<file path="config.mk">
export PLATFORM = sky130hd
export DESIGN_NAME = masked_vec_lsu
export DESIGN_NICKNAME = d
export VERILOG_FILES = /design/src/rtl/mvls_pkg.sv /design/src/rtl/mvls_word_en.sv /design/src/rtl/mvls_pick.sv /design/src/rtl/mvls_seq.sv /design/src/rtl/masked_vec_lsu.sv
export SDC_FILE = /design/constraint.sdc
export NUM_CORES = 1
export LEC_CHECK = 0
export BUFFER_PORTS_ARGS = -buffer_cell sky130_fd_sc_hd__clkbuf_2
export CAP_MARGIN = 20
export CORE_AREA = 2 2 353 355
export DETAILED_ROUTE_END_ITERATION = 8
export DIE_AREA = 0 0 355 357
export SYNTH_ARGS = -nofsm -noshare
export SYNTH_HDL_FRONTEND = slang
export SYNTH_HIERARCHICAL = 1
export SYNTH_SLANG_ARGS = --single-unit
</file>
<file path="constraint.sdc">
create_clock -name clk -period 3.9 [get_ports clk]
set_input_delay 0.78 -clock clk [delete_from_list [all_inputs] [get_ports clk]]
set_output_delay 0.78 -clock clk [all_outputs]
set_load 0.005 [all_outputs]
</file>
<file path="src/rtl/mvls_pkg.sv">
package mvls_pkg;
  typedef struct packed {
    logic is_store;
    logic elem64;
    logic vec_wide;
  } mvls_cfg_t;
endpackage

</file>
<file path="src/rtl/mvls_word_en.sv">
module mvls_word_en #(
  parameter int WORD_W = 32,
  parameter int NWORDS = 8
) (
  input  logic [WORD_W*NWORDS-1:0] mask,
  input  logic                     elem64,
  input  logic                     vec_wide,
  output logic [NWORDS-1:0]        word_en
);
  localparam int HALF = NWORDS / 2;

  for (genvar w = 0; w < NWORDS; w++) begin : g_word
    // a 64-bit element's top bit lives in its odd (upper) word
    localparam int OWN_TOP  = WORD_W * w + WORD_W - 1;
    localparam int PAIR_TOP = WORD_W * (w | 1) + WORD_W - 1;
    logic sel;
    logic in_range;
    assign sel      = elem64 ? mask[PAIR_TOP] : mask[OWN_TOP];
    assign in_range = vec_wide || (w < HALF);
    assign word_en[w] = sel && in_range;
  end
endmodule

</file>
<file path="src/rtl/mvls_pick.sv">
module mvls_pick #(
  parameter int N     = 8,
  parameter int IDX_W = $clog2(N)
) (
  input  logic [N-1:0]     pend,
  output logic [N-1:0]     grant,
  output logic [IDX_W-1:0] idx,
  output logic             last
);
  always_comb begin
    grant = '0;
    idx   = '0;
    for (int i = N - 1; i >= 0; i--) begin
      if (pend[i]) begin
        grant = '0;
        grant[i] = 1'b1;
        idx = IDX_W'(i);
      end
    end
    last = ((pend & ~grant) == '0);
  end
endmodule

</file>
<file path="src/rtl/mvls_seq.sv">
module mvls_seq
  import mvls_pkg::*;
#(
  parameter int ADDR_W = 32,
  parameter int WORD_W = 32,
  parameter int NWORDS = 8,
  parameter int IDX_W  = $clog2(NWORDS),
  parameter int BE_W   = WORD_W / 8
) (
  input  logic                     clk,
  input  logic                     rst_n,
  input  logic                     start,
  input  mvls_cfg_t                cfg,
  input  logic [NWORDS-1:0]        word_en,
  input  logic [ADDR_W-1:0]        base_addr,
  input  logic [WORD_W*NWORDS-1:0] st_data,
  input  logic [NWORDS-1:0]        grant,
  input  logic [IDX_W-1:0]         idx,
  input  logic                     last,
  input  logic [WORD_W-1:0]        mem_rdata,
  output logic [NWORDS-1:0]        pend,
  output logic                     busy,
  output logic                     done,
  output logic [WORD_W*NWORDS-1:0] ld_result,
  output logic                     mem_req,
  output logic                     mem_we,
  output logic [ADDR_W-1:0]        mem_addr,
  output logic [BE_W-1:0]          mem_be,
  output logic [WORD_W-1:0]        mem_wdata
);
  localparam int SHIFT = $clog2(BE_W);
  localparam int VEC_W = WORD_W * NWORDS;

  logic              busy_q, busy_d;
  logic              done_q, done_d;
  logic [NWORDS-1:0] pend_q, pend_d;
  logic              store_q;
  logic [ADDR_W-1:0] base_q;
  logic [VEC_W-1:0]  wdata_q;
  logic [VEC_W-1:0]  res_q, res_d;
  logic              accept;
  logic              cfg_en;
  logic              res_en;

  assign accept = start && !busy_q;
  assign cfg_en = accept;
  assign res_en = accept || (busy_q && !store_q);

  always_comb begin
    busy_d = busy_q;
    done_d = 1'b0;
    pend_d = pend_q;
    res_d  = res_q;
    if (accept) begin
      pend_d = word_en;
      busy_d = |word_en;
      done_d = ~|word_en;
      res_d  = '0;
    end else if (busy_q) begin
      pend_d = pend_q & ~grant;
      for (int w = 0; w < NWORDS; w++) begin
        if (grant[w]) res_d[w*WORD_W +: WORD_W] = mem_rdata;
      end
      if (last) begin
        busy_d = 1'b0;
        done_d = 1'b1;
      end
    end
  end

  always_ff @(posedge clk or negedge rst_n) begin
    if (!rst_n) begin
      busy_q <= 1'b0;
      done_q <= 1'b0;
      pend_q <= '0;
    end else begin
      busy_q <= busy_d;
      done_q <= done_d;
      pend_q <= pend_d;
    end
  end

  always_ff @(posedge clk or negedge rst_n) begin
    if (!rst_n) begin
      store_q <= 1'b0;
      base_q  <= '0;
      wdata_q <= '0;
    end else if (cfg_en) begin
      store_q <= cfg.is_store;
      base_q  <= base_addr;
      wdata_q <= st_data;
    end
  end

  always_ff @(posedge clk or negedge rst_n) begin
    if (!rst_n) begin
      res_q <= '0;
    end else if (res_en) begin
      res_q <= res_d;
    end
  end

  assign pend      = pend_q;
  assign busy      = busy_q;
  assign done      = done_q;
  assign ld_result = res_q;
  assign mem_req   = busy_q;
  assign mem_we    = busy_q && store_q;
  assign mem_be    = {BE_W{busy_q && store_q}};
  assign mem_addr  = base_q + (ADDR_W'(idx) << SHIFT);
  assign mem_wdata = wdata_q[idx*WORD_W +: WORD_W];
endmodule

</file>
<file path="src/rtl/masked_vec_lsu.sv">
module masked_vec_lsu
  import mvls_pkg::*;
#(
  parameter int ADDR_W = 32,
  parameter int WORD_W = 32,
  parameter int NWORDS = 8,
  parameter int VEC_W  = WORD_W * NWORDS,
  parameter int BE_W   = WORD_W / 8
) (
  input  logic              clk,
  input  logic              rst_n,
  input  logic              start,
  input  logic              is_store,
  input  logic              elem64,
  input  logic              vec_wide,
  input  logic [VEC_W-1:0]  mask,
  input  logic [ADDR_W-1:0] base_addr,
  input  logic [VEC_W-1:0]  st_data,
  output logic              busy,
  output logic              done,
  output logic [VEC_W-1:0]  ld_result,
  output logic              mem_req,
  output logic              mem_we,
  output logic [ADDR_W-1:0] mem_addr,
  output logic [BE_W-1:0]   mem_be,
  output logic [WORD_W-1:0] mem_wdata,
  input  logic [WORD_W-1:0] mem_rdata
);
  localparam int IDX_W = $clog2(NWORDS);

  mvls_cfg_t         cfg;
  logic [NWORDS-1:0] word_en;
  logic [NWORDS-1:0] pend;
  logic [NWORDS-1:0] grant;
  logic [IDX_W-1:0]  idx;
  logic              last;

  assign cfg.is_store = is_store;
  assign cfg.elem64   = elem64;
  assign cfg.vec_wide = vec_wide;

  mvls_word_en #(.WORD_W(WORD_W), .NWORDS(NWORDS)) u_en (
    .mask(mask), .elem64(elem64), .vec_wide(vec_wide), .word_en(word_en)
  );

  mvls_pick #(.N(NWORDS), .IDX_W(IDX_W)) u_pick (
    .pend(pend), .grant(grant), .idx(idx), .last(last)
  );

  mvls_seq #(
    .ADDR_W(ADDR_W), .WORD_W(WORD_W), .NWORDS(NWORDS), .IDX_W(IDX_W), .BE_W(BE_W)
  ) u_seq (
    .clk(clk), .rst_n(rst_n), .start(start), .cfg(cfg), .word_en(word_en),
    .base_addr(base_addr), .st_data(st_data), .grant(grant), .idx(idx),
    .last(last), .mem_rdata(mem_rdata), .pend(pend), .busy(busy), .done(done),
    .ld_result(ld_result), .mem_req(mem_req), .mem_we(mem_we),
    .mem_addr(mem_addr), .mem_be(mem_be), .mem_wdata(mem_wdata)
  );
endmodule

</file>
== Yosys cells after proc, flatten, opt, wreduce, memory -nomap -nowiden ==
Index checks and enable logic that the tools add are counted.
Word-level totals
  flip-flop bits (word level): 555
  bits of input ports: 582
  output and inout bits: 328
  logic and storage cells: 86
Operators by class
  $add $sub $neg: 1
  shift-type cells: 1
  mux-type cells: 38
  bitwise logic cells: 2
  reductions and logical operators: 30
Operators with widths (count)
  2-to-1 mux 256 bit: 2
  2-to-1 mux 32 bit: 8
  variable part select 256 x 9 -> 32 bit: 1
  2-to-1 mux 8 bit: 10
  adder 32 x 5 -> 32 bit: 1
  2-to-1 mux 3 bit: 8
  AND reduction 3 bit: 8
  nonzero test 2 bit: 9
  2-to-1 mux 1 bit: 10
  bitwise AND 8 bit: 1
  zero test 8 bit: 1
  NOT 8 bit: 1
  OR reduction 8 bit: 1
  logical AND 1 bit: 7
  zero test 1 bit: 3
  logical OR 1 bit: 1

== Depth between registers and ports, before layout ==
Gate-level depths: netlist (run 1).
  depth after elaboration: 14
  depth in mapped cells: 11
  gate-level depth less buffers: 10

== Modules after synthesis ==
The synthesis (run 1) kept the hierarchy.
By module, submodules not included
  mvls_seq: times used 1, cells each 2340, area each 23168.5 um^2, sequential area each 13888.3 um^2
  mvls_pick: times used 1, cells each 30, area each 201.4 um^2, sequential area each 0.0 um^2
  mvls_word_en: times used 1, cells each 12, area each 97.6 um^2, sequential area each 0.0 um^2

== Worst setup path before layout (run 1) ==
Ideal clock, no wire load.
  path kind: register -> output
  start: register u_seq.pend_q[4] (netlist: u_seq/pend[4])
  end: output mem_addr[26]
  arrival: 3246 ps
  slack: -126 ps
  stages on the path, launching flop included: 12
  path through: dfrtp_1 > nor2_1 > o21ai_0 > a211oi_1 > buf_2 > buf_1 > inv_1 > fa_1 > nand2b_1 > a2111oi_4 > nor3b_2 > xor2_1
On the way
  longest elaborated chain between the ends: 6
Ends and longest elaborated chain
  start, declared: RTL line mvls_seq.sv:36  | logic [NWORDS-1:0] pend_q, pend_d;
  start signal, assigned: RTL line mvls_seq.sv:79  | pend_q <= pend_d;
  2-to-1 mux 3 bit (5 in series): RTL line mvls_pick.sv:14  | if (pend[i]) begin
  via idx[1]: RTL line masked_vec_lsu.sv:35  | logic [IDX_W-1:0] idx;
  adder 32 x 5 -> 32 bit: RTL line mvls_seq.sv:110  | assign mem_addr = base_q + (ADDR_W'(idx) << SHIFT);
  end, declared: RTL line masked_vec_lsu.sv:24  | output logic [ADDR_W-1:0] mem_addr,
The timed path passes the listed nets, and every way through them passes these cells.

== Final worst setup path (run 1) ==
  start: register u_seq.pend_q[6] (netlist: u_seq/pend[6])
  end: output mem_addr[20]
On the way
  longest elaborated chain between the ends: 8
Ends and longest elaborated chain (RTL line)
  2-to-1 mux 3 bit (7 in series): mvls_pick.sv:14
  via idx[0]: masked_vec_lsu.sv:35
  adder 32 x 5 -> 32 bit: mvls_seq.sv:110
The timed path passes the listed nets, and every way through them passes these cells.

==> impl_metrics.csv, run 1 <==
group,metric,value,unit
global_route,antenna_found_initial,23,
floorplan,die_w,355,um
setup_path,cp_top_family,"compound AO/OA/AOI/OAI gates",
timing,max_freq,0.240,GHz
detailed_routing,drt_iter0_drc,1404,
cts,cts.sinks,555,
power_and_ir_drop,powerDensity,946,nW/um^2
yosys,syn_area,23500,um^2
global_route,grt_util_all_layers,13.4,%
setup_path,cp_cell_sequence,"nor2b_4 -> o21bai_4 -> a221oi_4 -> ha_2 -> inv_2 -> fa_2 -> nand2b_4 -> a2111oi_4 -> buf_6 -> buf_6 -> nand4_1 -> xnor2_1 -> buf_2",
final_layout,layout.nets,3629,
cts,cts_tree,"done",
run_status,status,"finished, violations left",
yosys,synth_cells,2382,
timing,finalHoldViolations,0,
setup_path,cp-start-kind,"register",
detailed_routing,drt_first_pass_iters,5,
power_and_ir_drop,leakage,16.0,nW
cts,clk_pin_slew,0.06,ns
yosys,syn_avg_cell_area,9.85,um^2
detailed_routing,drc,0,
yosys,synth.net_count,2968,
placed_design,dp.cells,4575,
setup_path,cpPeakStageDelay,0.41,ns
floorplan,rows,129,
setup_path,critPathBufInv,4,
cts,clockRootBuffer,"clkbuf_16",
placed_design,gp_congestion,0.836,
setup_path,slowest_stage,"dfrtp_1",
timing,tightest_slew,0.976,ns
global_route,grt_max_degree,136,
setup_path,cp_max_fo,6,
final_layout,drive_gt1_share,32.1,%
final_layout,final_cells,4742,
yosys,yosysUniqueCellTypes,52,
yosys,synth-seq-cells,555,
hold_path,hold_path_class,"input pin to asynchronous set/reset pin",
timing,clock_skew,0.0204,ns
setup_path,crit_path_frequent_cell,"buf_6",
setup_path,crit_type,"register to output port",
global_route,first_global_vias,19000,
detailed_routing,viasPerCell,4.08,
cts,clock_latency,0.65,ns
timing,relSlewSlack,34.6,%
final_layout,syn_to_final_growth,35.2,%
yosys,synth_flop_cell,"dfrtp_1",
timing,fin_ws,-0.261,ns
cts,cts_buffer_depth,3,
placed_design,hpwl,62200,um
timing,finalSetupViolations,39,
detailed_routing,vias,19300,
cts,numCtsBuffers,67,
setup_path,worstSetupEndpointType,"output port",
timing,finalCriticalPeriod,4.16,ns
detailed_routing,wl_per_cell,18.4,um
yosys,async_flop_share,100,%
detailed_routing,routed_wl,87200,um
cts,htree_num_levels,3,
floorplan,die_area,127000,um^2
global_route,grt_pass1_wl,126000,um
setup_path,cp_data_arrival_time,3.38,ns
floorplan,start_util,19.1,%
timing,fin_crit_sh,107,%
yosys,synth_most_common_cell,"nand2_1",
yosys,synth-edff-count,0,
setup_path,cp.required,3.12,ns
run,drv_cap,0,
power_and_ir_drop,ir_drop,0.000472,V
floorplan,fp.dieH,357,um
timing,rsz0062_at_grt,"true",
placed_design,place_ws,0.149,ns
floorplan,fp.coreArea,123000,um^2
global_route,grt_overflow,0,
yosys,synth_commonest_cells,"1167 x nand2_1, 555 x dfrtp_1, 249 x o21ai_0",
placed_design,portBuffers,661,
detailed_routing,final_antenna_net_count,0,
floorplan,num_io_pins,910,
yosys,yosysSeqAreaShare,59.2,%
yosys,synth_top_cell_area_share,59.2,%
yosys,yosys.area.top_type,"dfrtp_1",
yosys,synth_warnings,6,
run_status,violations,"negative setup slack",
yosys,synthTopCellsByArea,"dfrtp_1 59%, nand2_1 19%, mux4_2 6.1%",
timing,maxSlewViolCount,0,
-- sequential cells by signal, summed over array words and instances, names as in the netlist --
name / flops
u_seq/ld_result: 256
u_seq/wdata_q: 256
u_seq/base_q: 32
u_seq/pend: 8
u_seq/busy: 1
u_seq/done: 1
u_seq/store_q: 1
-- layout by cell type (no fill, tap or decap), types with 11 or more instances in the layout --
cell type / Yosys / layout
nand2_1: 1167 / 1165
clkbuf_2: 0 / 647
dfrtp_1: 555 / 552
o21ai_0: 249 / 248
clkbuf_16: 0 / 71
mux4_2: 64 / 64
buf_4: 42 / 40
mux2_4: 0 / 26
clkbuf_1: 41 / 18
buf_12: 0 / 17
xnor2_1: 19 / 17
o21ai_1: 13 / 14
buf_6: 3 / 13
buf_2: 64 / 12
diode_2: 0 / 11
clkbuf_8: 0 / 11
buf_16: 0 / 11
-- per-stage QoR --
| step | hold WS, ns | total power [mW] | TNS (ns) | cell area, um^2 | utilization, % |
|---|---|---|---|---|---|
| 6_report | 0.107 | 30.0 | -3.80 | 31700 | 25.8 |
| 5_1_grt | 0.118 | 32.1 | -14.07 | 31700 | 25.8 |
| 4_1_cts | 0.0823 | 30.6 | -11.93 | 31700 | 25.8 |
| 3_5_place_dp | 0.456 | 22.3 | 0 | 28600 | 23.3 |
| 3_3_place_gp | 0.452 | 22.0 | 0 | 28600 | 23.3 |
| 2_1_floorplan | 0.440 | 16.6 | 0 | 23500 | - |
-- worst register-to-register path, cell delays in order (launching register included) --
cell	delay, ns
dfrtp_1	0.84
nor2b_2	0.93
a21oi_4	0.34
buf_16	0.26
buf_4	0.24
nand2_1	0.09
o21ai_0	0.08
-- cells by family after synthesis --
| kind of cell | count (synthesis) | share of synthesized area [%] |
|---|---|---|
| AO/OA/AOI/OAI | 289 | 6.72 |
| XOR/XNOR | 28 | 1.05 |
| adder cells (fa/ha/maj) | 6 | 0.331 |
| buffers and inverters | 162 | 3.70 |
| flip-flops | 555 | 59.2 |
| multiplexers | 108 | 8.20 |
| AND/OR/NAND/NOR | 1234 | 20.8 |
-- metal layers --
| metal | share of wire (%) | wire length (um) | vias to the layer above | track usage [%] |
|---|---|---|---|---|
| met3 | 8.1 | 7090 | 154 | 4.13 |
| li1 | - | - | 9081 | - |
| met2 | 47 | 41400 | 718 | 21.9 |
| met5 | 0.18 | 160 | - | 0 |
| met1 | 42 | 36400 | 9369 | 16.9 |
| met4 | 2.5 | 2210 | 26 | 4.28 |
-- path summary, 6_finish.rpt --
kind	startpoint	to	slack, ns	cells after the start
max	u_seq/pend[6]	mem_addr[20]	-0.26	13
min	rst_n	u_seq/wdata_q[243]	0.11	1
max reg2reg	u_seq/busy	u_seq/ld_result[176]	0.99	6
min reg2reg	u_seq/wdata_q[222]	u_seq/wdata_q[222]	0.47	2
max in group asynchronous	rst_n	u_seq/base_q[20]	2.61	2
min in group clk	st_data[185]	u_seq/wdata_q[185]	0.32	3
-- final cells by class --
class | count | area, um^2
inverters | 8 | 30.0
flip-flops and latches | 555 | 13900
clock inverters | 22 | 248
multi-input cells | 1665 | 9000
repair buffers | 746 | 4520
well taps | 1637 | 2050
clock buffers | 98 | 1960
fillers | 13300 | 91300
diodes | 11 | 27.5
-- report_power, final --
group	total (mW)	switching [mW]	internal [mW]
combinational	13.4	7.25	6.17
clock	6.34	2.63	3.71
sequential	10.2	1.71	8.53
total	30.0	11.6	18.4
-- timing repair --
action	CTS	global route
setup buffers	27	1
endpoints found under the setup margin	57	57
gates resized for setup	83	23
pin swaps	14	13
hold buffers	0	0
cloned	10	0
(Power assumes the default switching activity.)
==> run 2: changes to the inputs <==
- CELL_PAD_IN_SITES_DETAIL_PLACEMENT: default -> 0
- CELL_PAD_IN_SITES_GLOBAL_PLACEMENT: default -> 1
- CORE_AREA: 2 2 353 355 -> 2 2 351 353
- DIE_AREA: 0 0 355 357 -> 0 0 353 355
- PLACE_DENSITY_LB_ADDON: default -> 0.1
==> impl_metrics.csv, run 2 (synthesis gave the netlist of run 1 again) <==
group,metric,value,unit
run_status,violations,"negative setup slack",
setup_path,cp.required,3.12,ns
setup_path,cp_data_arrival_time,3.36,ns
setup_path,startpoint,"u_seq/pend[4]",
detailed_routing,routed_wl,99600,um
timing,maxSlewViolCount,0,
cts,htree_num_levels,3,
setup_path,slowest_stage,"dfrtp_1",
timing,relSlewSlack,30.4,%
setup_path,cpPeakStageDelay,0.39,ns
final_layout,syn_to_final_growth,35.4,%
placed_design,place_ws,0.160,ns
final_layout,drive_gt1_share,32.6,%
setup_path,crit-reg2reg-launch,"u_seq/pend[2]",
timing,rsz0062_at_grt,"true",
run_status,status,"finished, violations left",
floorplan,fp.dieH,355,um
timing,finalCriticalPeriod,4.14,ns
cts,cts_buffer_depth,3,
cts,clockRootBuffer,"clkbuf_16",
global_route,antenna_found_initial,67,
detailed_routing,top_layer,"met5",
detailed_routing,vias,19200,
timing,max_freq,0.241,GHz
global_route,grt_overflow,0,
floorplan,num_io_pins,910,
final_layout,layout_common_cells,"1164 x nand2_1, 640 x clkbuf_2, 553 x dfrtp_1",
setup_path,cp_top_family,"compound AO/OA/AOI/OAI gates",
timing,finalSetupViolations,53,
detailed_routing,final_antenna_net_count,0,
timing,tightest_slew,1.04,ns
detailed_routing,dr_wl_met3,10000,um
cts,cts.sinks,555,
hold_path,hold_path_class,"input pin to asynchronous set/reset pin",
run,drv_cap,0,
final_layout,layout.nets,3621,
global_route,grt_max_degree,124,
detailed_routing,drt_iter0_drc,1011,
floorplan,fp.coreArea,121000,um^2
power_and_ir_drop,powerDensity,941,nW/um^2
floorplan,start_util,19.3,%
floorplan,rows,128,
setup_path,critPathBufInv,4,
timing,finalHoldViolations,0,
setup_path,worstSetupEndpointType,"output port",
setup_path,cp_max_fo,7,
detailed_routing,viasPerCell,4.04,
floorplan,die_area,125000,um^2
detailed_routing,wl_met2,45800,um
setup_path,cp_cell_sequence,"buf_4 -> nor2_2 -> o21ai_2 -> a211oi_4 -> inv_2 -> fa_2 -> nand2b_4 -> a2111oi_4 -> buf_6 -> nor3b_4 -> xor2_1 -> buf_2",
power_and_ir_drop,ir_drop,0.000407,V
detailed_routing,met1_length,40400,um
timing,hold_ws,0.149,ns
placed_design,gp_congestion,0.783,
global_route,grt_util_all_layers,15.6,%
cts,clock_latency,0.66,ns
placed_design,portBuffers,661,
global_route,grt_pass1_wl,145000,um
global_route,first_global_vias,20400,
final_layout,final_common_cell,"nand2_1",
floorplan,die_w,353,um
detailed_routing,drt_first_pass_iters,5,
power_and_ir_drop,leakage,16.0,nW
placed_design,hpwl,70700,um
timing,fin_crit_sh,106,%
detailed_routing,drc,0,
timing,clock_skew,0.0362,ns
cts,cts_tree,"done",
setup_path,cp-start-kind,"register",
cts,clk_pin_slew,0.07,ns
power_and_ir_drop,totalPowerFinal,29.9,mW
setup_path,crit_type,"register to output port",
timing,fin_ws,-0.245,ns
detailed_routing,wl_per_cell,21.0,um
cts,numCtsBuffers,74,
-- run 2: final timing paths --
kind                                   endpoint  slack, ns  cells past startpoint
setup / recovery                   mem_addr[28]      -0.24                     12
hold / removal             u_seq/ld_result[251]       0.15                      1
setup reg to reg           u_seq/ld_result[163]       1.32                      8
hold reg to reg               u_seq/wdata_q[84]       0.47                      2
max in group asynchronous     u_seq/wdata_q[21]       2.73                      2
min in group clk             u_seq/wdata_q[215]       0.32                      3
-- run 2: area by class of cell --
cell class	count	area, um^2
Sequential cell	555	13900
Antenna cell	16	40.0
Inverter	8	30.0
Tap cell	1625	2030
Timing Repair Buffer	731	4200
Fill cell	13300	89600
Multi-Input combinational cell	1665	8960
Clock buffer	108	2170
Clock inverter	30	452
-- run 2: timing repair --
item / in CTS / in global routing
gates cloned: 3 / 1
hold buffers: 0 / 0
pin swaps: 6 / 18
buffers inserted: 4 / 12
setup endpoints to repair: 57 / 59
resized for setup: 24 / 47
-- run 2: metal layers --
metal / GRT usage, % / vias up
li1: - / 9072
met1: 18.5 / 9186
met2: 25.0 / 576
met3: 7.42 / 221
met4: 4.89 / 96
met5: 0 / -
-- run 2: where the power goes --
part	total, mW	internal [mW]	switching [mW]
clock network	7.28	4.39	2.89
registers	10.2	8.53	1.69
logic	12.4	5.34	7.06
total	29.9	18.3	11.6
-- run 2: per-stage QoR --
stage	instance area [um^2]	util, %	std cells	TNS, ns
floorplan	23500	-	2382	0
global placement	28700	23.6	4565	0
detailed placement	28700	23.6	4565	0
CTS	31500	25.9	4709	-14.00
global route	31800	26.2	4729	-16.72
finish	31800	26.2	4738	-4.49
==> run 3: changes to the inputs <==
- clock period: 3.9 -> 3.75 ns (I/O delays scaled with it)
==> impl_metrics.csv, run 3 (synthesis gave the netlist of run 1 again) <==
group,metric,value,unit
cts,htree_num_levels,3,
setup_path,slowest_stage,"dfrtp_1",
timing,max_freq,0.244,GHz
timing,fin_ws,-0.349,ns
power_and_ir_drop,comb_power_share,44.3,%
cts,cts_tree,"done",
placed_design,place_ws,0.0164,ns
timing,finalCriticalPeriod,4.10,ns
global_route,grt_max_degree,100,
final_layout,final_common_cell,"nand2_1",
run_status,status,"finished, violations left",
timing,hold_ws,0.116,ns
timing,finalSetupViolations,56,
final_layout,layout.nets,3652,
detailed_routing,viasPerCell,4.04,
timing,rsz0062_at_grt,"true",
placed_design,dp.cells,4570,
power_and_ir_drop,leakage,16.2,nW
power_and_ir_drop,powerDensity,991,nW/um^2
timing,clock_skew,0.0117,ns
placed_design,hpwl,70400,um
final_layout,layout_common_cells,"1165 x nand2_1, 635 x clkbuf_2, 554 x dfrtp_1",
cts,clockRootBuffer,"clkbuf_16",
floorplan,num_io_pins,910,
detailed_routing,drc,0,
placed_design,gp_congestion,0.777,
setup_path,critPathBufInv,3,
setup_path,cp_max_fo,6,
global_route,grt_util_all_layers,15.2,%
cts,numCtsBuffers,74,
final_layout,syn_to_final_growth,36.5,%
floorplan,rows,128,
final_layout,final_cells,4754,
setup_path,cp-start-kind,"register",
power_and_ir_drop,power.internal,19.6,mW
setup_path,timing.rr.end,"u_seq/ld_result[165]",
setup_path,cp.required,3.00,ns
floorplan,start_util,19.3,%
floorplan,fp.coreArea,121000,um^2
cts,clk_pin_slew,0.06,ns
setup_path,worstSetupEndpointType,"output port",
timing,fin_crit_sh,109,%
detailed_routing,drt_first_pass_iters,5,
power_and_ir_drop,p_clk_share,22.3,%
power_and_ir_drop,seq_power_share,33.4,%
detailed_routing,wl_per_cell,21.0,um
run,drv_cap,0,
power_and_ir_drop,ir_drop,0.000288,V
timing,maxSlewViolCount,0,
global_route,grt_overflow,0,
timing,tightest_slew,0.925,ns
setup_path,cp_data_arrival_time,3.35,ns
floorplan,die_area,125000,um^2
global_route,grt_pass1_wl,141000,um
setup_path,cp_cell_sequence,"nor2b_2 -> o21bai_2 -> a221oi_4 -> ha_2 -> inv_2 -> fa_2 -> nand2b_4 -> a2111oi_4 -> buf_4 -> nor3b_4 -> xor2_1 -> buf_2",
hold_path,hold_path_class,"input pin to asynchronous set/reset pin",
detailed_routing,drt_iter0_drc,828,
global_route,antenna_found_initial,39,
setup_path,rrSetupSlack,1.14,ns
setup_path,crit-reg2reg-launch,"u_seq/pend[2]",
placed_design,portBuffers,661,
detailed_routing,vias,19200,
global_route,first_global_vias,19900,
final_layout,drive_gt1_share,33.0,%
run_status,violations,"negative setup slack",
setup_path,cp_top_family,"compound AO/OA/AOI/OAI gates",
timing,finalHoldViolations,0,
setup_path,reg2regPathDepth,8,
timing,relSlewSlack,38.0,%
detailed_routing,routed_wl,99800,um
setup_path,crit_type,"register to output port",
power_and_ir_drop,p_switching,12.2,mW
cts,cts.sinks,555,
floorplan,die_w,353,um
setup_path,cpPeakStageDelay,0.38,ns
cts,clock_latency,0.62,ns
cts,ctsHoldBuffers,0,
power_and_ir_drop,switching_share,38.4,%
detailed_routing,final_antenna_net_count,0,
floorplan,fp.dieH,355,um
cts,cts_buffer_depth,3,
==> run 3: cell types whose count changed in the layout (fill, tap and decap cells not counted), moves of 3 or more <==
cell       before  now
clkbuf_16      75   84
mux2_4          0   14
buf_4          42   58
clkbuf_2      640  635
diode_2        16    5
mux2_2         34   20
inv_16          4    0
bufinv_16       7    1
buf_6           5   12
clkbuf_8       19   22
buf_12         17   23
==> run 3: how the worst max path moves through the flow <==
stage,start,end,slack (ns),cells after the start
floorplan,u_seq/pend[4],mem_addr[26],0.009,11
global placement,u_seq/pend[6],mem_addr[28],-0.01,12
detailed placement,u_seq/pend[6],mem_addr[28],0.02,12
CTS,u_seq/pend[6],mem_addr[28],-0.52,12
global route,u_seq/pend[6],mem_addr[20],-0.60,13
finish,u_seq/pend[6],mem_addr[28],-0.35,12
==> run 3: worst reg2reg max path: stages (launching register included) <==
cell,delay (ns)
dfrtp_1,0.43
buf_6,0.14
or4_4,0.50
buf_4,0.16
nor3b_1,0.46
a21oi_4,0.08
buf_4,0.33
nand2_1,0.26
o21ai_0,0.09
==> run 3: area by class of cell <==
class / instances / area [um^2]
clock inverter: 21 / 175
sequential: 555 / 13900
tap: 1625 / 2030
multi-input combinational: 1665 / 8980
clock buffer: 113 / 2260
timing repair buffer: 762 / 4650
antenna: 5 / 12.5
fill: 13300 / 89400
inverter: 8 / 30.0
==> run 3: metal layers <==
layer	vias to the layer above	track usage, %	part of all wire (%)
li1	9115	-	-
met1	9393	19.7	44
met2	497	24.7	47
met3	156	4.49	6.5
met4	52	4.31	2.3
met5	-	0	0.33
==> run 3: power by group through the flow <==
stage          sequential, mW  clock, mW  combinational [mW]
2_1_floorplan            10.4          0                6.87
3_3_place_gp             10.6          0                12.6
3_5_place_dp             10.7          0                12.6
4_1_cts                  10.6       7.38                13.0
5_1_grt                  11.0       7.62                15.6
6_report                 10.6       7.07                14.1
==> run 3: timing repair <==
action                     in CTS  in global routing
setup endpoints to repair      58                 57
pin swaps                      14                 13
setup buffers                  10                 24
resized for setup              32                 73
gates cloned                    1                 10
==> run 3: per-stage QoR <==
step                      setup TNS, ns  util (%)  total power [mW]  cell area (um^2)
after floorplan                       0         -              17.2             23500
after global placement          -0.0148      23.6              23.1             28600
after CTS                        -19.42      25.8              31.0             31300
after global routing             -20.28      26.4              34.2             32000
after detailed placement              0      23.6              23.3             28600
final                             -8.44      26.4              31.8             32000
